[src/rtl/sad_pkg.sv]
package sad_pkg;
  typedef struct packed {
    logic clearSum;   // zero total and index
    logic accum;      // add current pair, advance index
    logic publish;    // copy total to output register
  } sadCtrl_t;
endpackage

[src/rtl/sad_datapath.sv]
module sad_datapath
  import sad_pkg::*;
#(
  parameter int PIX_W = 8,
  parameter int DEPTH = 256,
  parameter int SUM_W = 32,
  localparam int ADDR_W = $clog2(DEPTH),
  localparam int IDX_W = ADDR_W + 1
) (
  input  logic              clk,
  input  logic              rst,
  input  sadCtrl_t          ctrl,
  input  logic [PIX_W-1:0]  pixA,
  input  logic [PIX_W-1:0]  pixB,
  output logic [ADDR_W-1:0] memAddr,
  output logic              idxEnd,
  output logic [SUM_W-1:0]  sad,
  output logic              done
);
  logic [IDX_W-1:0] idx;
  logic [SUM_W-1:0] sumReg;
  logic [PIX_W-1:0] absDiff;

  always_comb begin
    if (pixA > pixB) absDiff = pixA - pixB;
    else             absDiff = pixB - pixA;
  end

  assign memAddr = idx[ADDR_W-1:0];
  assign idxEnd  = (idx >= IDX_W'(DEPTH));

  always_ff @(posedge clk) begin
    if (rst) begin
      idx    <= '0;
      sumReg <= '0;
      sad    <= '0;
      done   <= 1'b0;
    end else begin
      done <= ctrl.publish;
      if (ctrl.clearSum) begin
        idx    <= '0;
        sumReg <= '0;
      end else if (ctrl.accum) begin
        idx    <= idx + 1'b1;
        sumReg <= sumReg + SUM_W'(absDiff);
      end
      if (ctrl.publish) sad <= sumReg;
    end
  end


  done_pulse_chk: assert property (@(posedge clk) disable iff (rst) done |=> !done);

  sad_hold_chk: assert property (@(posedge clk) disable iff (rst) !done |-> $stable(sad));

  idx_bound_chk: assert property (@(posedge clk) disable iff (rst) idx <= IDX_W'(DEPTH));

  no_overflow_chk: assert property (@(posedge clk) disable iff (rst)
    ctrl.accum |=> sumReg >= $past(sumReg));
endmodule

[src/rtl/sad_ctrl.sv]
module sad_ctrl
  import sad_pkg::*;
(
  input  logic     clk,
  input  logic     rst,
  input  logic     go,
  input  logic     idxEnd,
  output sadCtrl_t ctrl
);
  typedef enum logic [2:0] {S_IDLE, S_INIT, S_CHECK, S_ACCUM, S_FINISH} state_t;
  state_t state, nextState;

  always_comb begin
    nextState = state;
    ctrl = '0;
    unique case (state)
      S_IDLE:   if (go) nextState = S_INIT;
      S_INIT:   begin ctrl.clearSum = 1'b1; nextState = S_CHECK; end
      S_CHECK:  nextState = idxEnd ? S_FINISH : S_ACCUM;
      S_ACCUM:  begin ctrl.accum = 1'b1; nextState = S_CHECK; end
      S_FINISH: begin ctrl.publish = 1'b1; nextState = S_IDLE; end
      default:  nextState = S_IDLE;
    endcase
  end

  always_ff @(posedge clk) begin
    if (rst) state <= S_IDLE;
    else     state <= nextState;
  end


  strobe_onehot_chk: assert property (@(posedge clk) disable iff (rst)
    $onehot0({ctrl.clearSum, ctrl.accum, ctrl.publish}));

  busy_go_chk: assert property (@(posedge clk) disable iff (rst)
    (state != S_IDLE) |=> (state != S_INIT));
endmodule

[src/rtl/sad_unit.sv]
module sad_unit
  import sad_pkg::*;
(
  input  logic        clk,
  input  logic        rst,
  input  logic        go,
  output logic [7:0]  memAddr,
  input  logic [7:0]  pixA,
  input  logic [7:0]  pixB,
  output logic [31:0] sad,
  output logic        done
);
  sadCtrl_t ctrl;
  logic idxEnd;

  sad_ctrl u_ctrl (
    .clk(clk), .rst(rst), .go(go), .idxEnd(idxEnd), .ctrl(ctrl)
  );

  sad_datapath #(.PIX_W(8), .DEPTH(256), .SUM_W(32)) u_dp (
    .clk(clk), .rst(rst), .ctrl(ctrl), .pixA(pixA), .pixB(pixB),
    .memAddr(memAddr), .idxEnd(idxEnd), .sad(sad), .done(done)
  );
endmodule

[config.mk]
export PLATFORM = sky130hd
export DESIGN_NAME = sad_unit
export DESIGN_NICKNAME = d
export VERILOG_FILES = /design/src/rtl/sad_pkg.sv /design/src/rtl/sad_datapath.sv /design/src/rtl/sad_ctrl.sv /design/src/rtl/sad_unit.sv
export SDC_FILE = /design/constraint.sdc
export NUM_CORES = 1
export LEC_CHECK = 0
export ABC_AREA = 1
export BUFFER_PORTS_ARGS = -buffer_cell sky130_fd_sc_hd__buf_2
export CAP_MARGIN = 5
export CELL_PAD_IN_SITES_DETAIL_PLACEMENT = 1
export CELL_PAD_IN_SITES_GLOBAL_PLACEMENT = 1
export CORE_MARGIN = 4
export CORE_UTILIZATION = 30
export CTS_BUF_LIST = sky130_fd_sc_hd__clkbuf_16
export CTS_CLUSTER_DIAMETER = 60
export DETAILED_ROUTE_END_ITERATION = 8
export GPL_TIMING_DRIVEN = 0
export PLACE_DENSITY_LB_ADDON = 0.1
export SYNTH_ARGS = -nofsm -noshare
export SYNTH_HDL_FRONTEND = slang
export SYNTH_SLANG_ARGS = --single-unit
[constraint.sdc]
create_clock -name clk -period 2.85 [get_ports clk]
set_input_delay 0.285 -clock clk [delete_from_list [all_inputs] [get_ports clk]]
set_output_delay 0.285 -clock clk [all_outputs]
set_load 0.01 [all_outputs]
==> flow_metrics.env <==
export IMPL_max_stage_delay_ns=0.31
export IMPL_netlist_top_cells_count="154 x nand2_1, 123 x nor2_1, 86 x inv_1"
export IMPL_port_buffers=59
export IMPL_synth_area_per_cell_sq_um=6.54
export IMPL_worst_hold_slack_ns=0.158
export IMPL_setup_viol_count_final=0
export IMPL_io_pin_count=60
export IMPL_first_pass_iters=4
export IMPL_outcome="finished clean"
export IMPL_crit_required_ns=3.09
export IMPL_grt_ovfl_total=0
export IMPL_grt_first_pass_wirelength_um=23700
export IMPL_power_frac_comb=0.229
export IMPL_finClkSkew_ns=0.00839
export IMPL_vias_per_cell=4.79
export IMPL_die_h_um=132
export IMPL_synth_distinct_cells=31
export IMPL_period_minus_slack_ns=2.70
export IMPL_syn_nets=747
export IMPL_crit_buf_inv=6
export IMPL_clk_pin_slew_ns=0.06
export IMPL_crit_family="simple AND/OR/NAND/NOR gates"
export IMPL_cts_buffers=9
export IMPL_final_antenna_net_count=0
export IMPL_hold_viol_final=0
export IMPL_grt_pass1_vias=4783
export IMPL_antenna_found_initial=0
export IMPL_pwr_share_seq=0.364
export IMPL_die_area_sq_um=17300
export IMPL_hold_buffers=0
export IMPL_path_cells="buf_2 -> inv_1 -> ha_1 -> clkbuf_4 -> nand2_1 -> nor2_2 -> nand2_1 -> o211ai_1 -> nand2_2 -> buf_12 -> inv_4 -> nand2_1 -> nand2_1 -> inv_2 -> ha_4 -> nand2_4 -> nor2_4 -> nand2_1 -> o21ai_4 -> nand3_1 -> nand2_1 -> nor2_1"
export IMPL_vias=4672
export IMPL_powerDensity_nw_per_um2=503
export IMPL_dpl_hpwl_um=11300
export IMPL_cp_max_fo=7
export IMPL_netlist_area_sq_um=4580
export IMPL_final_fill_count=1891
export IMPL_start_util=0.310
export IMPL_htreeDepth=3
export IMPL_post_dp_cell_area_sq_um=5110
export IMPL_drv_slew=0
export IMPL_cts_buffer_depth=2
export IMPL_clkPwrFrac=0.408
export IMPL_synthFlopType="dfxtp_1"
export IMPL_seq_area_frac_synth=0.337
export IMPL_irDropWorstVdd_mv=0.275
export IMPL_synth_edf_count=0
export IMPL_syn_inst=700
export IMPL_async_reset_ff_frac=0
export IMPL_crit_path_frequent_cell="nand2_1"
export IMPL_slowest_stage="ha_4"
export IMPL_drc=0
export IMPL_ys_ff_latch=77
export IMPL_worstSetupPathType="primary input to flip-flop"
export IMPL_cts_root_buffer="clkbuf_16"
export IMPL_row_count=44
export IMPL_p_int_uw=2130
export IMPL_p_leak_uw=0.00268
export IMPL_hp_class="primary input to flip-flop"
export IMPL_sw_frac_of_total=0.297
export IMPL_drive_gt1_frac=0.260
export IMPL_yosys_area_top_type="dfxtp_1"
export IMPL_n_antenna_cell=0
export IMPL_max_freq_ghz=0.370
export IMPL_worst_pin_slew_ns=0.627
export IMPL_fin_ws_ns=0.150
export IMPL_core_sq_um=14800
export IMPL_synth_warnings=0
export IMPL_stdcell_area_sq_um=6020
export IMPL_drt_iter0_drc=212
export IMPL_grt_use_total=0.166
export IMPL_tns_ns=0
export IMPL_critical_path_endpoint_type="flip-flop"
export IMPL_synth_most_common_cell="nand2_1"
export IMPL_synth_top_area_frac=0.337
export IMPL_yosys_top_cells_area="dfxtp_1 34%, nand2_1 13%, nor2_1 10%, inv_1 7.1%, ha_1 6.8%"
export IMPL_arrival_ns=2.94
export IMPL_place_congestion=0.832
export IMPL_die_w_um=132
export IMPL_routed_wl_um=14400
export IMPL_clock_latency_ns=0.35
export IMPL_switching_power_uw=901
export IMPL_startpoint_type="primary input"
export IMPL_cts_tree="built"
export IMPL_fin_nets=833
export IMPL_fin_crit_sh=0.947
export IMPL_fin_util=0.408
export IMPL_wire_per_inst_um=14.8
export IMPL_cap_violations=0
export IMPL_grt_max_degree=14
export IMPL_relSlewSlack=0.579
export IMPL_cts_sinks=77
export IMPL_syn_to_final_growth_pct=31.6
export IMPL_dpl_worst_slack_ns=-0.645
==> worst reg2reg max path, delay by kind of cell (launching register included) <==
family,cells,cell delay [ns]
and+or+nand+nor,9,0.79
buffers and inverters,2,0.16
adders and majority gates,2,0.66
DFF,1,0.38
==> placed cells by master, fill, tap and decap left out, types with 8 or more instances in the layout <==
master	synthesis	routed
inv_2	3	12
nor3_1	10	10
xor2_1	14	14
dfxtp_1	77	77
clkbuf_1	9	9
nand3_1	40	24
nand2_1	154	124
inv_1	86	75
nand2_2	2	26
buf_2	8	64
clkbuf_16	0	9
a21oi_1	52	45
o21ai_0	51	46
ha_1	25	17
ha_4	0	8
nor2_1	123	114
nand3_2	1	13
buf_4	9	22
==> layout make-up <==
cell class                 instances  area (sq um)  share of cell area
multi-input combinational        508          3000               0.498
sequential                        77          1540               0.256
timing repair buffer              75           442              0.0734
inverter                          89           342              0.0567
tap                              184           230              0.0382
clock buffer                       9           225              0.0374
buffer                            26           150              0.0249
clock inverter                     7          90.1              0.0150
==> path summary, 6_finish.rpt <==
kind,start,end,slack (ns),depth (start not counted)
worst max-delay path,pixA[4],u_dp.sumReg[18],0.15,22
worst min-delay path,rst,u_ctrl.state[2],0.16,2
worst max register to register,u_dp.sumReg[0],u_dp.sumReg[28],0.77,13
worst min register to register,u_dp.sad[11],u_dp.sad[11],0.48,2
==> sequential cells by signal, indices dropped and copies added, names as in the netlist <==
register	flops
u_dp.done	1
u_dp.sad	32
u_dp.sumReg	32
u_ctrl.state	3
u_dp.idx	9
==> power by group through the flow <==
stage,Sequential [uW],Combinational [uW],Clock [uW]
5_1_grt,1100,771,1300
4_1_cts,1100,518,1270
2_1_floorplan,1120,340,0
3_5_place_dp,1130,471,0
6_report,1100,693,1240
3_3_place_gp,1120,458,0
==> layer usage <==
metal,track usage,part of all wire
met2,0.274,0.47
met1,0.219,0.48
met5,0,0
met3,0.0359,0.031
met4,0.0438,0.012
==> kinds of logic after synthesis <==
| kind of cell | Yosys count | share of synthesized area |
|---|---|---|
| simple gates | 349 | 0.315 |
| compound gates | 114 | 0.130 |
| flops | 77 | 0.337 |
| buf+inv | 115 | 0.104 |
| xor+xnor | 17 | 0.0325 |
| fa+ha+maj | 28 | 0.0815 |
==> what timing repair did <==
action | CTS | global route
setup endpoints to repair | 21 | 29
setup buffers | 4 | 12
hold endpoints to repair | 0 | 0
pin swaps | 3 | 38
gates resized for setup | 21 | 102
==> stage by stage <==
step	cells	total power [uW]
final	975	3030
after global routing	975	3180
after CTS	963	2890
after detailed placement	943	1600
after global placement	943	1580
after floorplan	700	1460
Note: power is estimated with default switching activity, not from simulation.
